**src/rtl/xpdr_pkg.sv**
```systemverilog
package xpdr_pkg;
  localparam int DATA_W  = 8;
  localparam int STRAP_W = 3;
  localparam int ADDR_W  = 7;
  localparam logic [ADDR_W-STRAP_W-1:0] ADDR_HI = 4'b0111;

  typedef enum logic [2:0] {
    ST_IDLE,
    ST_ADDR,
    ST_ADDR_ACK,
    ST_WR_BYTE,
    ST_WR_ACK,
    ST_RD_BYTE,
    ST_RD_ACK,
    ST_HOLD
  } seq_state_e;
endpackage

```
**src/rtl/xpdr_sync.sv**
```systemverilog
module xpdr_sync #(
  parameter int   STAGES  = 2,
  parameter logic RST_VAL = 1'b1
) (
  input  logic clk_i,
  input  logic rst_ni,
  input  logic d_i,
  output logic q_o
);
  logic [STAGES-1:0] ff_q;

  always_ff @(posedge clk_i or negedge rst_ni) begin
    if (!rst_ni) ff_q <= {STAGES{RST_VAL}};
    else         ff_q <= {ff_q[STAGES-2:0], d_i};
  end

  assign q_o = ff_q[STAGES-1];
endmodule

```
**src/rtl/xpdr_bus_cond.sv**
```systemverilog
module xpdr_bus_cond (
  input  logic clk_i,
  input  logic rst_ni,
  input  logic scl_i,
  input  logic sda_i,
  output logic scl_rise_o,
  output logic scl_fall_o,
  output logic start_o,
  output logic stop_o
);
  logic scl_d, sda_d;

  always_ff @(posedge clk_i or negedge rst_ni) begin
    if (!rst_ni) begin
      scl_d <= 1'b1;
      sda_d <= 1'b1;
    end else begin
      scl_d <= scl_i;
      sda_d <= sda_i;
    end
  end

  assign scl_rise_o = scl_i & ~scl_d;
  assign scl_fall_o = ~scl_i & scl_d;
  // SDA edges only count as conditions while SCL stays high
  assign start_o    = scl_i & scl_d & sda_d & ~sda_i;
  assign stop_o     = scl_i & scl_d & ~sda_d & sda_i;
endmodule

```
**src/rtl/xpdr_seq.sv**
```systemverilog
module xpdr_seq
  import xpdr_pkg::*;
#(
  parameter int DW  = DATA_W,
  parameter int SW  = STRAP_W
) (
  input  logic          clk_i,
  input  logic          rst_ni,
  input  logic          scl_rise_i,
  input  logic          scl_fall_i,
  input  logic          start_i,
  input  logic          stop_i,
  input  logic          sda_i,
  input  logic [SW-1:0] strap_i,
  input  logic [DW-1:0] rd_data_i,
  output logic          sda_oe_o,
  output logic          dir_load_o,
  output logic          out_load_o,
  output logic [DW-1:0] wr_byte_o,
  output logic          in_sample_o
);
  localparam int CNT_W = $clog2(DW + 1);
  localparam logic [CNT_W-1:0] FULL = CNT_W'(DW);

  seq_state_e    state_q;
  logic [CNT_W-1:0] cnt_q;
  logic [DW-1:0] sr_q;
  logic          rw_q, first_q, nack_q;

  always_ff @(posedge clk_i or negedge rst_ni) begin
    if (!rst_ni) begin
      state_q     <= ST_IDLE;
      cnt_q       <= '0;
      sr_q        <= '0;
      rw_q        <= 1'b0;
      first_q     <= 1'b0;
      nack_q      <= 1'b0;
      sda_oe_o    <= 1'b0;
      dir_load_o  <= 1'b0;
      out_load_o  <= 1'b0;
      in_sample_o <= 1'b0;
      wr_byte_o   <= '0;
    end else begin
      dir_load_o  <= 1'b0;
      out_load_o  <= 1'b0;
      in_sample_o <= 1'b0;
      if (start_i) begin
        state_q  <= ST_ADDR;
        cnt_q    <= '0;
        sda_oe_o <= 1'b0;
      end else if (stop_i) begin
        state_q  <= ST_IDLE;
        sda_oe_o <= 1'b0;
      end else begin
        unique case (state_q)
          ST_ADDR: begin
            if (scl_rise_i) begin
              sr_q  <= {sr_q[DW-2:0], sda_i};
              cnt_q <= cnt_q + 1'b1;
            end else if (scl_fall_i && cnt_q == FULL) begin
              if (sr_q[DW-1:1] == {ADDR_HI, strap_i}) begin
                sda_oe_o    <= 1'b1;
                rw_q        <= sr_q[0];
                in_sample_o <= sr_q[0];
                state_q     <= ST_ADDR_ACK;
              end else begin
                state_q <= ST_IDLE;
              end
            end
          end
          ST_ADDR_ACK: begin
            if (scl_fall_i) begin
              cnt_q <= '0;
              if (rw_q) begin
                sr_q     <= rd_data_i;
                sda_oe_o <= ~rd_data_i[DW-1];
                state_q  <= ST_RD_BYTE;
              end else begin
                sda_oe_o <= 1'b0;
                first_q  <= 1'b1;
                state_q  <= ST_WR_BYTE;
              end
            end
          end
          ST_WR_BYTE: begin
            if (scl_rise_i) begin
              sr_q  <= {sr_q[DW-2:0], sda_i};
              cnt_q <= cnt_q + 1'b1;
            end else if (scl_fall_i && cnt_q == FULL) begin
              sda_oe_o   <= 1'b1;
              wr_byte_o  <= sr_q;
              dir_load_o <= first_q;
              out_load_o <= ~first_q;
              first_q    <= 1'b0;
              state_q    <= ST_WR_ACK;
            end
          end
          ST_WR_ACK: begin
            if (scl_fall_i) begin
              sda_oe_o <= 1'b0;
              cnt_q    <= '0;
              state_q  <= ST_WR_BYTE;
            end
          end
          ST_RD_BYTE: begin
            if (scl_rise_i) begin
              cnt_q <= cnt_q + 1'b1;
            end else if (scl_fall_i) begin
              if (cnt_q == FULL) begin
                sda_oe_o    <= 1'b0;
                in_sample_o <= 1'b1;
                state_q     <= ST_RD_ACK;
              end else begin
                sr_q     <= {sr_q[DW-2:0], 1'b0};
                sda_oe_o <= ~sr_q[DW-2];
              end
            end
          end
          ST_RD_ACK: begin
            if (scl_rise_i) begin
              nack_q <= sda_i;
            end else if (scl_fall_i) begin
              if (nack_q) begin
                state_q <= ST_HOLD;
              end else begin
                sr_q     <= rd_data_i;
                sda_oe_o <= ~rd_data_i[DW-1];
                cnt_q    <= '0;
                state_q  <= ST_RD_BYTE;
              end
            end
          end
          default: ;
        endcase
      end
    end
  end
endmodule

```
**src/rtl/xpdr_i2c_seq.sv**
```systemverilog
module xpdr_i2c_seq
  import xpdr_pkg::*;
#(
  parameter int SYNC_STAGES = 2
) (
  input  logic               clk_i,
  input  logic               rst_ni,
  input  logic               scl_i,
  input  logic               sda_i,
  input  logic [STRAP_W-1:0] strap_i,
  input  logic [DATA_W-1:0]  rd_data_i,
  output logic               sda_oe_o,
  output logic               dir_load_o,
  output logic               out_load_o,
  output logic [DATA_W-1:0]  wr_byte_o,
  output logic               in_sample_o
);
  localparam int N_LINES = 2;

  logic [N_LINES-1:0] raw_lines, sync_lines;
  logic scl_rise, scl_fall, start_det, stop_det;

  assign raw_lines = {scl_i, sda_i};

  for (genvar g = 0; g < N_LINES; g++) begin : g_sync
    xpdr_sync #(.STAGES(SYNC_STAGES), .RST_VAL(1'b1)) u_sync (
      .clk_i  (clk_i),
      .rst_ni (rst_ni),
      .d_i    (raw_lines[g]),
      .q_o    (sync_lines[g])
    );
  end

  xpdr_bus_cond u_cond (
    .clk_i      (clk_i),
    .rst_ni     (rst_ni),
    .scl_i      (sync_lines[1]),
    .sda_i      (sync_lines[0]),
    .scl_rise_o (scl_rise),
    .scl_fall_o (scl_fall),
    .start_o    (start_det),
    .stop_o     (stop_det)
  );

  xpdr_seq #(.DW(DATA_W), .SW(STRAP_W)) u_seq (
    .clk_i       (clk_i),
    .rst_ni      (rst_ni),
    .scl_rise_i  (scl_rise),
    .scl_fall_i  (scl_fall),
    .start_i     (start_det),
    .stop_i      (stop_det),
    .sda_i       (sync_lines[0]),
    .strap_i     (strap_i),
    .rd_data_i   (rd_data_i),
    .sda_oe_o    (sda_oe_o),
    .dir_load_o  (dir_load_o),
    .out_load_o  (out_load_o),
    .wr_byte_o   (wr_byte_o),
    .in_sample_o (in_sample_o)
  );
endmodule

```
**config.mk**
```make
export PLATFORM = sky130hd
export DESIGN_NAME = xpdr_i2c_seq
export DESIGN_NICKNAME = d
export VERILOG_FILES = /design/src/rtl/xpdr_pkg.sv /design/src/rtl/xpdr_sync.sv /design/src/rtl/xpdr_bus_cond.sv /design/src/rtl/xpdr_seq.sv /design/src/rtl/xpdr_i2c_seq.sv
export SDC_FILE = /design/constraint.sdc
export NUM_CORES = 1
export LEC_CHECK = 0
export BUFFER_PORTS_ARGS = -buffer_cell sky130_fd_sc_hd__buf_2
export CAP_MARGIN = 20
export CORE_MARGIN = 2
export CORE_UTILIZATION = 57
export DETAILED_ROUTE_END_ITERATION = 6
export PLACE_DENSITY = 0.89
export SKIP_CTS_REPAIR_TIMING = 1
export SYNTH_ARGS = -nofsm -noshare
export SYNTH_HDL_FRONTEND = slang
export SYNTH_SLANG_ARGS = --single-unit
```
**constraint.sdc**
```tcl
create_clock -name clk_i -period 3.13 [get_ports clk_i]
set_clock_uncertainty 0.05 [all_clocks]
set_input_delay 0 -clock clk_i [delete_from_list [all_inputs] [get_ports clk_i]]
set_output_delay 0 -clock clk_i [all_outputs]
set_load 0.02 [all_outputs]
```
==> summary.md <==
| Metric | Value |
|---|---|
| Cells after synthesis | 173 |
| Most frequent cells in the layout | dfrtp_1 (30), buf_2 (26), mux2_2 (17), nor2_1 (13), o21ai_0 (12) |
| PwrDens | 431.2 nW/um^2 |
| Lkg Pwr | 0.001077 uW |
| Largest net degree at the start of global routing | 37 |
| Required time worst endpoint | 3.33 ns |
| Sw Ratio | 0.2769 |
| WP buf/inv | 0 |
| WHS | 0.1878 ns |
| Area leader, netlist | dfrtp_1 |
| Fin crit share | 0.7189 |
| Grt ovf | 0 |
| Crit end category | flop |
| Via/cell ratio | 5.879 |
| Max Clock Freq | 0.4444 GHz |
| RePlAce Congestion | 0.8932 |
| Worst skew pair latency | 0.36 ns |
| CTS tree | done |
| Vias | 1,505 |
| Max-cap violations | 0 |
| IO buf count | 26 |
| DP HPWL | 2752 um |
| Flop pwr share | 0.578 |
| Setup Crit Path Kind | flop to flop |
| CP max stage cell | dfrtp_1 |
| Syn. warnings | 0 |
| VDD IR max | 0.3855 mV |
| Initial antenna violation count | 0 |
| Clock Path Buffers | 2 |
| Syn_area_per_cell | 11.38 um^2 |
| CP Cell Sequence | nand3_1, o221ai_2, a21oi_1, or3_1, mux2_4 |
| Clk root buf | clkbuf_4 |
| Layout area overhead | 14.88% |
| Fraction of layout cells with a size suffix above 1 | 0.3667 |
| Worst R2R Path Depth | 5 |
| Post-synthesis net count | 190 |
| Die W | 62.76 um |
| Max-slew headroom | 0.3992 |
| Worst R2R Start | u_seq.state_q[0]$_DFFE_PN0P_ |
| RSZ-0062 raised after global routing | no |
| Yosys top cell area share | 0.3814 |
| Crit-path max FO | 18 |
| Yosys cell types | 48 |
| Flops & latches, synth | 36 |
| Outcome | complete, no violations |
| Placed insts | 237 |
| Setup TNS | 0 ns |
| IO Count | 27 |
| CP startpoint kind | flop |
| R2R Path End | u_seq.sr_q[6]$_DFFE_PN0P_ |
| Slew Limit Fails | 0 |
| Ranking of synthesized cells by area | dfrtp_1 (38%), mux2_2 (9.7%), dfstp_2 (8.0%), mux2_4 (6.1%), o21ai_0 (3.1%) |
| Final setup viols | 0 |
| Commonest non-fill, non-tap cell in the layout | dfrtp_1 |
| Non-Filler Instances | 256 |
| Detail Route Antenna Nets | 0 |
| Initial Util | 0.5898 |
| Worst-margin pin slew | 0.8929 ns |
| Drt drc | 0 |
| FF-to-FF setup slack | 0.88 ns |
| Pre-Repair DR Iteration Count | 5 |
| Area of the core | 3337 um^2 |
| Final Core Density | 0.6775 |
| # clock sinks | 36 |
| Reg clk slew, reported paths | 0.12 ns |
| Cell Area, Synth | 1968 um^2 |
| Wire length per cell | 15.97 um |
| Die ar. | 3939 um^2 |
| # diodes | 0 |
| Vias in the first global route | 1,385 |
| Routed WL | 4088 um |
| First-pass GRT wire length | 6679 um |
| Final Hold Vio Count | 0 |
| Die height | 62.76 um |
| DR iter-0 viols | 147 |
| Worst EP arrival | 2.45 ns |
| Clk pwr share | 0.274 |
| Total track usage | 0.2188 |
| Pwr Total | 974.8 uW |
| Sw Pwr | 269.9 uW |
| Combinational share of power | 0.148 |
| Int Pwr | 704.9 uW |
| Sequential fraction of the synthesis area | 0.4615 |
| Num CTS Buffers | 5 |
| H-tree levels | 2 |
| Row count | 21 |
| Hold crit path type | input pin to async pin |
| CP top delay family | simple AND/OR/NAND/NOR gates |
| Period minus WS final | 2.250 ns |
| Nets@finish | 226 |
| Slowest stage delay, CP | 0.71 ns |
==> power by group through the flow <==
stage                     Sequential, uW  Clock [uW]  Combinational [uW]
after detailed placement             569           0                 132
after global placement               565           0                 126
after CTS                            560         268                 132
final                                563         267                 144
after global routing                 571         294                 159
after floorplan                      546           0                 109
==> worst max-delay path by stage <==
stage                     cells past startpoint  slack (ns)                         start                    endpoint
after floorplan                               7        1.18        u_cond.scl_d$_DFF_PN1_   u_seq.sr_q[0]$_DFFE_PN0P_
after global placement                        5        0.98  u_seq.state_q[0]$_DFFE_PN0P_   u_seq.sr_q[2]$_DFFE_PN0P_
after detailed placement                      5        0.91  u_seq.state_q[0]$_DFFE_PN0P_   u_seq.sr_q[3]$_DFFE_PN0P_
after CTS                                     5        0.90  u_seq.state_q[0]$_DFFE_PN0P_   u_seq.sr_q[3]$_DFFE_PN0P_
after global routing                          5        0.69     u_seq.sr_q[7]$_DFFE_PN0P_  u_seq.sda_oe_o$_DFFE_PN0P_
final                                         5        0.88  u_seq.state_q[0]$_DFFE_PN0P_   u_seq.sr_q[6]$_DFFE_PN0P_
==> kinds of logic after synthesis <==
| family | share of synthesized area |
|---|---|
| buffers and inverters | 0.04577 |
| muxes | 0.1583 |
| DFF | 0.4615 |
| AOI/OAI and AO/OA | 0.1348 |
| xor gates and xnor gates | 0.01780 |
| and+or+nand+nor | 0.1691 |
| adders and majority gates | 0.01271 |
==> final cells by class <==
cell class	count	area, um^2
multi-input cells	123	969.7
flip-flops and latches	36	908.4
fillers	258	1076
well taps	46	57.56
inverters	6	22.52
clock buffers	7	55.05
repair buffers	37	240.2
clock inverters	1	7.507
==> synth_stat cells (all sizes together) <==
master  instances
a21bo           1
a21o            1
a21oi           5
a22o            1
a31o            1
a31oi           2
a32oi           1
and2            1
and2b           2
buf             5
clkbuf          3
dfrtp          30
dfstp           6
ha              2
inv             6
mux2           25
nand2           9
nand2b          6
nand3           7
nand3b          3
nand4b          1
nor2           13
nor2b           2
nor3            3
nor3b           1
nor4            2
nor4b           1
o211ai          2
o21ai          12
o21ba           1
o221a           1
o221ai          2
o22ai           2
o311ai          3
o31ai           1
o41ai           2
or2             1
or3             2
xor2            4
==> flip-flops by register name (all words and copies together), names as in the netlist <==
name                count
g_sync.u_sync.ff_q      4
u_cond.scl_d            1
u_cond.sda_d            1
u_seq.cnt_q             4
u_seq.dir_load_o        1
u_seq.first_q           1
u_seq.in_sample_o       1
u_seq.nack_q            1
u_seq.out_load_o        1
u_seq.rw_q              1
u_seq.sda_oe_o          1
u_seq.sr_q              8
u_seq.state_q           3
u_seq.wr_byte_o         8
==> per-layer routing <==
metal,track usage,wire [um],vias to the layer above
met5,0,0,-
met3,0.06126,247,13
met1,0.2995,1768,724
met4,0.06389,89,0
met2,0.3414,1984,65
li1,-,-,703
==> through the flow <==
step,setup slack (ns),instance area (um^2)
final,0.8797,2261
after CTS,0.9029,2151
after global routing,0.6881,2261
after global placement,0.9772,2088
after floorplan,1.175,1968
after detailed placement,0.9125,2088
No activity file was read; power rests on OpenSTA's default activity.
